===== config.mk =====
export PLATFORM = sky130hd
export DESIGN_NAME = serial_host_regs
export DESIGN_NICKNAME = d
export VERILOG_FILES = /design/src/rtl/sr_pkg.sv /design/src/rtl/sr_ctrl.sv /design/src/rtl/sr_baud.sv /design/src/rtl/sr_datapath.sv /design/src/rtl/serial_host_regs.sv
export SDC_FILE = /design/constraint.sdc
export NUM_CORES = 1
export LEC_CHECK = 0
export ABC_AREA = 1
export BUFFER_PORTS_ARGS = -buffer_cell sky130_fd_sc_hd__buf_2
export CAP_MARGIN = 5
export CORE_MARGIN = 5
export CORE_UTILIZATION = 44
export DETAILED_ROUTE_END_ITERATION = 16
export GPL_TIMING_DRIVEN = 0
export SETUP_SLACK_MARGIN = 0.2
export SKIP_CTS_REPAIR_TIMING = 1
export SLEW_MARGIN = 30
export SYNTH_ARGS = -nofsm -noshare
export SYNTH_HDL_FRONTEND = slang
export SYNTH_HIERARCHICAL = 1
export SYNTH_SLANG_ARGS = --single-unit

===== constraint.sdc =====
create_clock -name clk -period 2.65 [get_ports clk]
set_input_delay 0.265 -clock clk [delete_from_list [all_inputs] [get_ports clk]]
set_output_delay 0.265 -clock clk [all_outputs]
set_load 0.01 [all_outputs]

===== src/rtl/sr_pkg.sv =====
package sr_pkg;

  typedef struct packed {
    logic wrThr;
    logic wrIer;
    logic wrLcr;
    logic wrMcr;
    logic wrScr;
    logic wrDivLo;
    logic wrDivHi;
    logic rdRbr;
    logic rdIir;
    logic rdLsr;
  } regStrobe_t;

  typedef enum logic [3:0] {
    SEL_RBR, SEL_IER, SEL_IIR, SEL_LCR, SEL_MCR,
    SEL_LSR, SEL_MSR, SEL_SCR, SEL_DIVLO, SEL_DIVHI
  } readSel_t;

  localparam logic [1:0] ID_LINE  = 2'b11;
  localparam logic [1:0] ID_RXRDY = 2'b10;
  localparam logic [1:0] ID_THRE  = 2'b01;
  localparam logic [1:0] ID_MODEM = 2'b00;

  localparam int IER_BITS  = 4;
  localparam int DLAB_BIT  = 7;

endpackage


===== src/rtl/sr_ctrl.sv =====
module sr_ctrl
  import sr_pkg::*;
#(
  parameter int ADDR_W = 3
) (
  input  logic [ADDR_W-1:0] addr,
  input  logic              wrEn,
  input  logic              rdEn,
  input  logic              dlab,
  output regStrobe_t        stb,
  output readSel_t          readSel
);

  always_comb begin
    stb     = '0;
    readSel = SEL_RBR;
    unique case (addr)
      3'd0: begin
        if (dlab) begin
          stb.wrDivLo = wrEn;
          readSel     = SEL_DIVLO;
        end else begin
          stb.wrThr   = wrEn;
          stb.rdRbr   = rdEn;
          readSel     = SEL_RBR;
        end
      end
      3'd1: begin
        if (dlab) begin
          stb.wrDivHi = wrEn;
          readSel     = SEL_DIVHI;
        end else begin
          stb.wrIer   = wrEn;
          readSel     = SEL_IER;
        end
      end
      3'd2: begin
        stb.rdIir = rdEn;
        readSel   = SEL_IIR;
      end
      3'd3: begin
        stb.wrLcr = wrEn;
        readSel   = SEL_LCR;
      end
      3'd4: begin
        stb.wrMcr = wrEn;
        readSel   = SEL_MCR;
      end
      3'd5: begin
        stb.rdLsr = rdEn;
        readSel   = SEL_LSR;
      end
      3'd6: readSel = SEL_MSR;
      default: begin
        stb.wrScr = wrEn;
        readSel   = SEL_SCR;
      end
    endcase
  end

endmodule


===== src/rtl/sr_baud.sv =====
module sr_baud #(
  parameter int DIV_W = 16
) (
  input  logic             clk,
  input  logic             rstN,
  input  logic [DIV_W-1:0] divisor,
  input  logic             reload,
  output logic             tick
);

  logic [DIV_W-1:0] count;
  logic [DIV_W-1:0] lastCount;

  assign lastCount = divisor - DIV_W'(1);

  always_ff @(posedge clk or negedge rstN) begin
    if (!rstN) begin
      count <= '0;
      tick  <= 1'b0;
    end else if (reload || divisor == '0) begin
      count <= '0;
      tick  <= 1'b0;
    end else if (count == lastCount) begin
      count <= '0;
      tick  <= 1'b1;
    end else begin
      count <= count + DIV_W'(1);
      tick  <= 1'b0;
    end
  end

endmodule


===== src/rtl/sr_datapath.sv =====
module sr_datapath
  import sr_pkg::*;
#(
  parameter int DATA_W = 8,
  localparam int DIV_W = 2 * DATA_W
) (
  input  logic              clk,
  input  logic              rstN,
  input  regStrobe_t        stb,
  input  readSel_t          readSel,
  input  logic [DATA_W-1:0] wrData,
  output logic [DATA_W-1:0] rdData,
  output logic              irq,
  output logic [DATA_W-1:0] txData,
  output logic              txValid,
  input  logic              txTake,
  input  logic              txIdle,
  input  logic [DATA_W-1:0] rxData,
  input  logic              rxValid,
  input  logic [DATA_W-1:0] modemStatus,
  output logic [DATA_W-1:0] lineCtrl,
  output logic [DATA_W-1:0] modemCtrl,
  output logic [DIV_W-1:0]  divisor,
  output logic              divReload
);

  logic [IER_BITS-1:0] intEnable;
  logic [DATA_W-1:0]   scratch;
  logic [DATA_W-1:0]   rxBuf;
  logic                dataReady;
  logic                overrun;
  logic                threPend;
  logic                anyPend;
  logic [1:0]          intId;
  logic [DATA_W-1:0]   iirByte;
  logic [DATA_W-1:0]   lsrByte;
  logic                thrEmpty;

  // configuration registers
  always_ff @(posedge clk or negedge rstN) begin
    if (!rstN) begin
      intEnable <= '0;
      lineCtrl  <= '0;
      modemCtrl <= '0;
      scratch   <= '0;
      divisor   <= '0;
    end else begin
      if (stb.wrIer)   intEnable <= wrData[IER_BITS-1:0];
      if (stb.wrLcr)   lineCtrl  <= wrData;
      if (stb.wrMcr)   modemCtrl <= wrData;
      if (stb.wrScr)   scratch   <= wrData;
      if (stb.wrDivLo) divisor[DATA_W-1:0]     <= wrData;
      if (stb.wrDivHi) divisor[DIV_W-1:DATA_W] <= wrData;
    end
  end

  assign divReload = stb.wrDivLo | stb.wrDivHi;

  // transmit holding register
  always_ff @(posedge clk or negedge rstN) begin
    if (!rstN) begin
      txData   <= '0;
      txValid  <= 1'b0;
      threPend <= 1'b0;
    end else begin
      if (stb.wrThr) begin
        txData   <= wrData;
        txValid  <= 1'b1;
        threPend <= 1'b0;
      end else begin
        if (txTake) begin
          txValid  <= 1'b0;
          threPend <= 1'b1;
        end else if (stb.rdIir && anyPend && intId == ID_THRE) begin
          threPend <= 1'b0;
        end
      end
    end
  end

  // receive buffer and line errors
  always_ff @(posedge clk or negedge rstN) begin
    if (!rstN) begin
      rxBuf     <= '0;
      dataReady <= 1'b0;
      overrun   <= 1'b0;
    end else begin
      if (rxValid) begin
        rxBuf     <= rxData;
        dataReady <= 1'b1;
      end else if (stb.rdRbr) begin
        dataReady <= 1'b0;
      end
      if (rxValid && dataReady && !stb.rdRbr) overrun <= 1'b1;
      else if (stb.rdLsr)                     overrun <= 1'b0;
    end
  end

  // interrupt priority
  always_comb begin
    anyPend = 1'b1;
    intId   = ID_MODEM;
    if (intEnable[2] && overrun)                 intId = ID_LINE;
    else if (intEnable[0] && dataReady)          intId = ID_RXRDY;
    else if (intEnable[1] && threPend)           intId = ID_THRE;
    else if (intEnable[3] && |modemStatus[3:0])  intId = ID_MODEM;
    else                                         anyPend = 1'b0;
  end

  assign irq      = anyPend;
  assign iirByte  = {{(DATA_W-3){1'b0}}, intId, ~anyPend};
  assign thrEmpty = ~txValid;
  assign lsrByte  = {1'b0, thrEmpty & txIdle, thrEmpty, 3'b000, overrun, dataReady};

  always_comb begin
    unique case (readSel)
      SEL_RBR:   rdData = rxBuf;
      SEL_IER:   rdData = {{(DATA_W-IER_BITS){1'b0}}, intEnable};
      SEL_IIR:   rdData = iirByte;
      SEL_LCR:   rdData = lineCtrl;
      SEL_MCR:   rdData = modemCtrl;
      SEL_LSR:   rdData = lsrByte;
      SEL_MSR:   rdData = modemStatus;
      SEL_SCR:   rdData = scratch;
      SEL_DIVLO: rdData = divisor[DATA_W-1:0];
      SEL_DIVHI: rdData = divisor[DIV_W-1:DATA_W];
      default:   rdData = '0;
    endcase
  end

endmodule


===== src/rtl/serial_host_regs.sv =====
module serial_host_regs
  import sr_pkg::*;
#(
  parameter int DATA_W = 8,
  parameter int ADDR_W = 3,
  localparam int DIV_W = 2 * DATA_W
) (
  input  logic              clk,
  input  logic              rstN,
  input  logic [ADDR_W-1:0] addr,
  input  logic              wrEn,
  input  logic [DATA_W-1:0] wrData,
  input  logic              rdEn,
  output logic [DATA_W-1:0] rdData,
  output logic              irq,
  output logic [DATA_W-1:0] txData,
  output logic              txValid,
  input  logic              txTake,
  input  logic              txIdle,
  input  logic [DATA_W-1:0] rxData,
  input  logic              rxValid,
  input  logic [DATA_W-1:0] modemStatus,
  output logic [DATA_W-1:0] lineCtrl,
  output logic [DATA_W-1:0] modemCtrl,
  output logic              baudTick
);

  regStrobe_t       stb;
  readSel_t         readSel;
  logic [DIV_W-1:0] divisor;
  logic             divReload;

  sr_ctrl #(.ADDR_W(ADDR_W)) u_ctrl (
    .addr    (addr),
    .wrEn    (wrEn),
    .rdEn    (rdEn),
    .dlab    (lineCtrl[DLAB_BIT]),
    .stb     (stb),
    .readSel (readSel)
  );

  sr_datapath #(.DATA_W(DATA_W)) u_data (
    .clk         (clk),
    .rstN        (rstN),
    .stb         (stb),
    .readSel     (readSel),
    .wrData      (wrData),
    .rdData      (rdData),
    .irq         (irq),
    .txData      (txData),
    .txValid     (txValid),
    .txTake      (txTake),
    .txIdle      (txIdle),
    .rxData      (rxData),
    .rxValid     (rxValid),
    .modemStatus (modemStatus),
    .lineCtrl    (lineCtrl),
    .modemCtrl   (modemCtrl),
    .divisor     (divisor),
    .divReload   (divReload)
  );

  sr_baud #(.DIV_W(DIV_W)) u_baud (
    .clk     (clk),
    .rstN    (rstN),
    .divisor (divisor),
    .reload  (divReload),
    .tick    (baudTick)
  );

endmodule


### Yosys cells after proc, flatten, opt, wreduce, memory -nomap -nowiden

Cells that the tools add are included.

| word-level totals | value |
|---|---|
| flip-flop bits (word level) | 81 |
| input port bits | 34 |
| output and inout port bits | 35 |

| cells by class | value |
|---|---|
| $add $sub $neg | 2 |
| equal/unequal tests | 17 |
| multiplexer cells | 37 |
| bitwise logic cells | 4 |
| reduce and logical (&&, ||, !) cells | 19 |

Operators with widths:

| kind | count |
|---|---|
| $pmux W8 S10 | 1 |
| $mux W16 | 2 |
| $mux W1 | 29 |
| $pmux W4 S7 | 1 |
| $add A16 B1 Y16 const B | 1 |
| $eq A16 B16 Y1 | 1 |
| $eq A4 B3 Y1 const B | 4 |
| $logic_not A16 Y1 | 1 |
| $sub A16 B1 Y16 const B | 1 |
| $eq A3 B3 Y1 const B | 3 |
| $eq A4 B2 Y1 const B | 2 |
| $eq A4 B4 Y1 const B | 2 |
| $logic_and A1 B1 Y1 | 8 |
| $mux W4 | 2 |
| $reduce_or A7 Y1 | 1 |
| $eq A3 B2 Y1 const B | 2 |
| $reduce_bool A2 Y1 | 3 |
| $eq A4 B1 Y1 const B | 1 |
| $logic_not A4 Y1 | 1 |
| $mux W2 | 2 |
| $reduce_or A4 Y1 | 1 |
| $eq A3 B1 Y1 const B | 1 |
| $logic_not A3 Y1 | 1 |
| $reduce_bool A3 Y1 | 1 |
| 6 further kinds | 7 |

### Logic depth before layout (Yosys ltp)

Gate-level depths: netlist of the first run.

| depth | value |
|---|---|
| word-level depth | 11 |
| mapped depth | 16 |

### Modules after synthesis

The synthesis of the first run kept the hierarchy.

By module, submodules not included:

| module | times used | cells each | area each (µm²) | seq. area each (µm²) |
|---|---|---|---|---|
| sr_datapath | 1 | 358 | 3072.9 | 1601.5 |
| sr_baud | 1 | 282 | 1687.9 | 425.4 |
| sr_ctrl | 1 | 29 | 120.1 | 0.0 |

### Worst setup path after synthesis of the first run

No wires, ideal clock.

| path | value |
|---|---|
| kind | register to register |
| start | reg u_data.divisor[0] |
| end | reg u_baud.count[10] |
| setup time | 121 ps |
| data arrival time | 1748 ps |
| required time | 2529 ps |
| setup slack | 781 ps |
| stages on the path, launching flop included | 15 |
| buffers on the path | 1 |
| period minus slack after synthesis | 1869 ps |
| path through | dfrtp_1 inv_1 ha_1 nand2_2 nor2_4 nand2_1 nand2_1 nand2_1 nor2_1 nand2_1 nor2_1 nand2_2 nand2_4 buf_6 nor2_1 |

| between the ends | value |
|---|---|
| cells in the longest elaborated chain, start to end | 4 |

RTL lines:

| what | RTL line | RTL |
|---|---|---|
| start, declared | sr_datapath.sv:23 | `output logic [DIV_W-1:0] divisor,` |
| start signal, assigned by index | sr_datapath.sv:52 | `if (stb.wrDivLo) divisor[DATA_W-1:0] <= wrData;` |
| start signal, assigned by index | sr_datapath.sv:53 | `if (stb.wrDivHi) divisor[DIV_W-1:DATA_W] <= wrData;` |
| $sub A16 B1 Y16 | sr_baud.sv:14 | `assign lastCount = divisor - DIV_W'(1);` |
| $eq A16 B16 Y1 | sr_baud.sv:23 | `end else if (count == lastCount) begin` |
| $mux W16 | sr_baud.sv:23 |  |
| $mux W16 (*) | sr_baud.sv:20 | `end else if (reload \|\| divisor == '0) begin` |
| end signal, assigned | sr_baud.sv:27 | `count <= count + DIV_W'(1);` |
| end, declared | sr_baud.sv:11 | `logic [DIV_W-1:0] count;` |

Mark *: on every way between the ends. The rest lies on a longest branch, timed or not.
A chain may end at the register's enable or synchronous reset.

### Worst setup path in the final report of the first run

| path | value |
|---|---|
| start | reg u_data.lineCtrl[7] |
| end | out rdData[5] |

| between the ends | value |
|---|---|
| cells in the longest elaborated chain, start to end | 4 |

RTL lines:

| what | RTL line | RTL |
|---|---|---|
| start, declared | sr_datapath.sv:21 | `output logic [DATA_W-1:0] lineCtrl,` |
| start signal, assigned | sr_datapath.sv:49 | `if (stb.wrLcr) lineCtrl <= wrData;` |
| $mux W4 (on tied branches) | sr_ctrl.sv:29, sr_ctrl.sv:19 |  |
| $pmux W4 S7 (*) | sr_ctrl.sv:17 | `unique case (addr)` |
| net readSel[3] | serial_host_regs.sv:29 | `readSel_t readSel;` |
| $eq A4 B4 Y1 (tied with other cells) | sr_datapath.sv:116 | `unique case (readSel)` |
| $pmux W8 S10 (*) | sr_datapath.sv:116 |  |
| end, declared | serial_host_regs.sv:14 | `output logic [DATA_W-1:0] rdData,` |

The timed path passes the listed nets; every way through them passes the cells marked *.

==> impl_metrics.yaml, run 1 <==
outcome:
  status: "finished, final reports clean"
synthesis:
  ys_seq_area_share_pct: 41.53
  syn_nets: 705
  ys_seq_elements: 81
  netlist_instances: 669
  yosysTopAreaCellShare_pct: 41.53
  synth_ff_type: "dfrtp_1"
  ys_top_cells_by_area: "dfrtp_1 42%, nand2_1 16%, mux2_2 6.7%"
  ys_types: 30
  postSynth.asyncResetShare_pct: 100.0
  syn_area_um2: 4881
  synth_edf_count: 0
  synth.avg_cell_area_um2: 7.296
  yosys.area.top_type: "dfrtp_1"
  yosysWarnings: 6
global_routing:
  grt_usage_pct: 22.35
  grt_pass1_wl_um: 22760
  grt_overflow_total: 0
  antenna_found_initial: 0
  grt_pass1_vias: 4519
  grt_max_degree: 56
worst_setup_path:
  required_ns: 2.38
  critical_path_buf_inv_count: 3
  path_max_fanout: 5
  critPathArrivalTime_ns: 2.04
  crit_chain: "inv_2 > nor3_4 > inv_1 > nand2_1 > nor2_1 > nand2_1 > o21ai_1 > nor2_1 > nand2_1 > buf_2"
  end_kind: "output port"
  worstSetupStartpointType: "register"
  critical-path-top-delay-family: "simple AND/OR/NAND/NOR gates"
  critical_path_class: "reg -> out"
  max_stage_delay_ns: 0.44
  slowest_stage: "dfrtp_2"
  crit_path_frequent_cell: "nand2_1"
timing:
  min_period_ns: 2.310
  finClkSkew_ns: 0.01095
  postLayoutSetupSlackWorst_ns: 0.3401
  fin_setup_tns_ns: 0
  period_share_pct: 87.17
  drv_slew: 0
  hold_slack_ns: 0.09704
  setup_violations: 0
  hold_violations: 0
  worstMarginPinSlew_ns: 0.6641
  clock.fmax_mhz: 432.9
  rsz0062_at_grt: "false"
  slew_headroom_pct: 55.73
floorplan:
  core-area_um2: 10840
  ios: 69
  start_util_pct: 45.03
  rows: 38
  dieArea_um2: 13300
  die_x_um: 115.3
  dieHeight_um: 115.3
power:
  p_per_area_nw_per_um2: 776.7
  p_leak_uw: 0.002904
  ir_worst_vdd_v: 0.0004833
clock_network:
  cts_tree: "yes"
  h-tree-depth: 3
  cts_buffers: 9
  clkSlewWorstSetupHoldPaths_ns: 0.09
  clockBufferDepth: 2
  clock-sinks: 81
  clock-root-buffer: "clkbuf_8"
  clkLatencyLatePin_ns: 0.37
finish:
  fillers: 1079
  drive_gt1_share_pct: 20.00
  post-route-util_pct: 52.57
  diodes: 0
  nNetsFinal: 787
  stdcell_count: 895
  layout_commonest_cell: "nand2_1"
  multi_input_area_um2: 2495
  syn_to_final_growth_pct: 16.77
  most-common-layout-cells: "211 x nand2_1, 84 x nor2_1, 80 x dfrtp_1, 78 x inv_1, 69 x buf_2"
  seqCellArea_um2: 2028
route:
  drc: 0
  antenna_left: 0
  num_vias: 4517
  avgViaCountPerCell: 5.047
  routed_wl_um: 13900
  wl_per_cell_um: 15.53
  first_pass_iters: 5
  drtIter0Drc: 296
hold_path:
  min-delay-path-class: "in -> reg"
placed_design:
  dpl.cell_count: 878
  numPortBuffers: 68
  post-dp-hpwl_um: 10640
  post-place-ws_ns: 0.4285
  routabilityCongestion: 0.8898
job:
  drv_cap: 0
-- cell type report --
type	instances	share of cell area, %
Buffer	14	1.164
Clock buffer	11	2.656
Clock inverter	4	1.339
Inverter	84	5.532
Multi-Input combinational cell	490	43.78
Sequential cell	81	35.59
Tap cell	140	3.074
Timing Repair Buffer	71	6.872
-- synthesized netlist by cell type (7+ instances only) --
master / count
xnor2_1: 9
xor2_1: 14
nor3_1: 7
nor2_4: 7
o21ai_0: 28
nand2_1: 211
nor2_2: 7
dfrtp_1: 81
nor2_1: 84
clkbuf_1: 10
inv_1: 79
mux2_2: 29
nand3_1: 51
o21ai_1: 9
-- where the power goes --
| group | total [uW] | internal [uW] | switching, uW |
|---|---|---|---|
| logic | 1540 | 604 | 936 |
| clock network | 1040 | 578 | 463 |
| registers | 1850 | 1510 | 334 |
| total | 4430 | 2690 | 1730 |
-- final timing paths --
path	from	endpoint	slack, ns	cells past startpoint
setup / recovery	u_data/lineCtrl[7]$_DFFE_PN0P_	rdData[5]	0.34	10
hold / removal	rxData[3]	u_data/rxBuf[3]$_DFFE_PN0P_	0.1	3
setup reg to reg	u_data/divisor[0]$_DFFE_PN0P_	u_baud/count[10]$_DFF_PN0_	0.43	14
hold reg to reg	u_data/txData[3]$_DFFE_PN0P_	u_data/txData[3]$_DFFE_PN0P_	0.47	2
max in group asynchronous	rstN	u_data/scratch[2]$_DFFE_PN0P_	1.77	3
min in group asynchronous	rstN	u_baud/count[7]$_DFF_PN0_	0.33	2
-- kinds of logic (layout without fill, tap and decap cells) --
kind of cell	after synthesis	in the layout	share of synthesized area, %
muxes	29	29	6.691
DFF	81	81	41.53
buffers and inverters	98	184	7.818
and+or+nand+nor	394	394	34.99
AOI/OAI and AO/OA	42	42	4.332
xor gates and xnor gates	23	23	4.127
adders and majority gates	2	2	0.5126
-- tightest hold or removal path: cells and delay by family --
kind,cells,cell delay [ns]
buffers and inverters,1,0.07
AND/OR/NAND/NOR,2,0.09
-- metal layers --
metal	vias to the layer above	GRT usage (%)	part of all wire [%]
li1	2267	-	-
met1	2113	30.10	47
met2	113	36.38	46
met3	24	3.158	4.0
met4	0	8.842	2.4
met5	-	0	0
-- sequential cells by signal, summed over array words and instances (netlist names) --
| register | flops |
|---|---|
| u_data/txData | 8 |
| u_baud/tick | 1 |
| u_data/dataReady | 1 |
| u_data/txValid | 1 |
| u_data/scratch | 8 |
| u_data/modemCtrl | 8 |
| u_data/overrun | 1 |
| u_data/divisor | 16 |
| u_data/intEnable | 4 |
| u_data/threPend | 1 |
| u_data/lineCtrl | 8 |
| u_data/rxBuf | 8 |
| u_baud/count | 16 |
-- through the flow --
stage	total power (uW)	cell area, um^2
after detailed placement	3387	5430
final	4427	5699
after global routing	4780	5699
after CTS	4454	5658
after floorplan	2869	4881
after global placement	3349	5396
Note: power is estimated with default switching activity, not from simulation.
==> inputs of run 2 (changes only) <==
clock period = 2.7 ns   (was 2.65 ns; I/O delays follow)
==> run 2 against run 1 <==
- sequential share of layout area about the same
- first-iteration DRC count down 4.1%
- clock skew down 0.0011 ns
- routed wire length down 0.47%
- flip-flop and latch count unchanged
- clock power about the same
- sequential power down 2%
- via count down 0.20%
- worst hold slack better by 0.0055 ns
- worst setup slack better by 0.070 ns
- largest cell class unchanged
- highest routed layer unchanged
==> impl_metrics.yaml, run 2 (synthesis gave the netlist of run 1 again) <==
clock_network:
  clock-sinks: 81
  clock-root-buffer: "clkbuf_8"
  cts_tree: "yes"
  clockBufferDepth: 2
  clkSlewWorstSetupHoldPaths_ns: 0.09
  clkLatencyLatePin_ns: 0.37
  cts_buffers: 9
  h-tree-depth: 3
power:
  clock_power_share_pct: 23.6
  p_leak_uw: 0.002904
  switching_share_pct: 39.07
  power_frac_seq_pct: 41.7
  combPwrFrac_pct: 34.7
  ir_worst_vdd_v: 0.0004741
  p_switching_uw: 1694
  intPower_uw: 2641
  p_per_area_nw_per_um2: 761.5
finish:
  largestRegisters: "u_baud/count: 16 flops, u_data/divisor: 16 flops"
  layout_commonest_cell: "nand2_1"
  nNetsFinal: 787
  stdcell_area_um2: 5693
  most-common-layout-cells: "211 x nand2_1, 84 x nor2_1, 80 x dfrtp_1, 78 x inv_1, 69 x buf_2"
  diodes: 0
  syn_to_final_growth_pct: 16.64
  drive_gt1_share_pct: 19.74
floorplan:
  ios: 69
  dieHeight_um: 115.3
  start_util_pct: 45.03
  die_x_um: 115.3
  rows: 38
  dieArea_um2: 13300
  core-area_um2: 10840
global_routing:
  grt_pass1_vias: 4519
  grt_max_degree: 56
  grt_overflow_total: 0
  antenna_found_initial: 0
  grt_usage_pct: 22.35
  grt_pass1_wl_um: 22760
route:
  antenna_left: 0
  first_pass_iters: 5
  routed_wl_um: 13830
  drtIter0Drc: 284
  drc: 0
  avgViaCountPerCell: 5.037
  num_vias: 4508
  wl_per_cell_um: 15.45
hold_path:
  min-delay-path-class: "in -> reg"
  min_path_cells: 3
placed_design:
  post-dp-hpwl_um: 10640
  placedInstanceArea_um2: 5430
  routabilityCongestion: 0.8898
  numPortBuffers: 68
timing:
  hold_violations: 0
  drv_slew: 0
  setup_violations: 0
  slew_headroom_pct: 57.52
  worstMarginPinSlew_ns: 0.6372
  period_share_pct: 84.81
  finClkSkew_ns: 0.009891
  fin_setup_tns_ns: 0
  rsz0062_at_grt: "false"
  clock.fmax_mhz: 436.7
  min_period_ns: 2.290
worst_setup_path:
  critPathArrivalTime_ns: 2.02
  critical_path_class: "reg -> out"
  reg2reg_depth: 14
  worstSetupStartpointType: "register"
  required_ns: 2.43
  end_kind: "output port"
  path_max_fanout: 5
  rrSetupSlack_ns: 0.45
job:
  drv_cap: 0
outcome:
  status: "finished, final reports clean"
-- run 2: path summary, 6_finish.rpt --
check / from / to
setup / recovery: u_data/lineCtrl[7]$_DFFE_PN0P_ / rdData[0]
hold / removal: rxData[3] / u_data/rxBuf[3]$_DFFE_PN0P_
setup reg to reg: u_data/divisor[0]$_DFFE_PN0P_ / u_baud/count[10]$_DFF_PN0_
hold reg to reg: u_data/txData[3]$_DFFE_PN0P_ / u_data/txData[3]$_DFFE_PN0P_
max in group asynchronous: rstN / u_data/intEnable[1]$_DFFE_PN0P_
min in group asynchronous: rstN / u_baud/count[7]$_DFF_PN0_
-- run 2: layer usage --
layer  GRT usage [%]  share of wire, %
met3           3.158               5.5
met1           30.10                46
met4           8.842               2.2
met2           36.38                47
met5               0                 0
-- run 2: critical path, stage by stage, from the launching register on --
cell     delay (ns)
dfrtp_2        0.44
inv_2          0.08
nor3_4         0.21
inv_1          0.14
nor2_4         0.19
buf_4          0.16
nand3_1        0.08
nand2_1        0.09
nor2_1         0.06
nand3_1        0.08
buf_2          0.13
-- run 2: layout make-up --
type | count | area (um^2)
Clock inverter | 4 | 76.32
Inverter | 84 | 315.3
Multi-Input combinational cell | 490 | 2489
Clock buffer | 11 | 151.4
Sequential cell | 81 | 2028
Tap cell | 140 | 175.2
Buffer | 14 | 66.31
Fill cell | 1079 | 5147
Timing Repair Buffer | 71 | 391.6
-- run 2: metrics by stage --
stage	utilization [%]	hold slack (ns)	power (uW)	std cells	setup slack (ns)
after floorplan	-	-0.02559	2816	669	0.8312
after global placement	49.78	0.4534	3287	877	0.4985
after detailed placement	50.09	0.1590	3324	878	0.4785
after CTS	52.19	-0.2547	4371	893	0.1194
after global routing	52.52	0.09346	4687	895	0.2194
final	52.52	0.1025	4335	895	0.4102
-- run 2: power groups by stage --
stage | sequential, uW | clock (uW) | combinational, uW
finish | 1810 | 1020 | 1500
global route | 1850 | 1100 | 1730
CTS | 1810 | 1060 | 1510
detailed placement | 1830 | 0 | 1500
global placement | 1820 | 0 | 1470
floorplan | 1760 | 0 | 1060
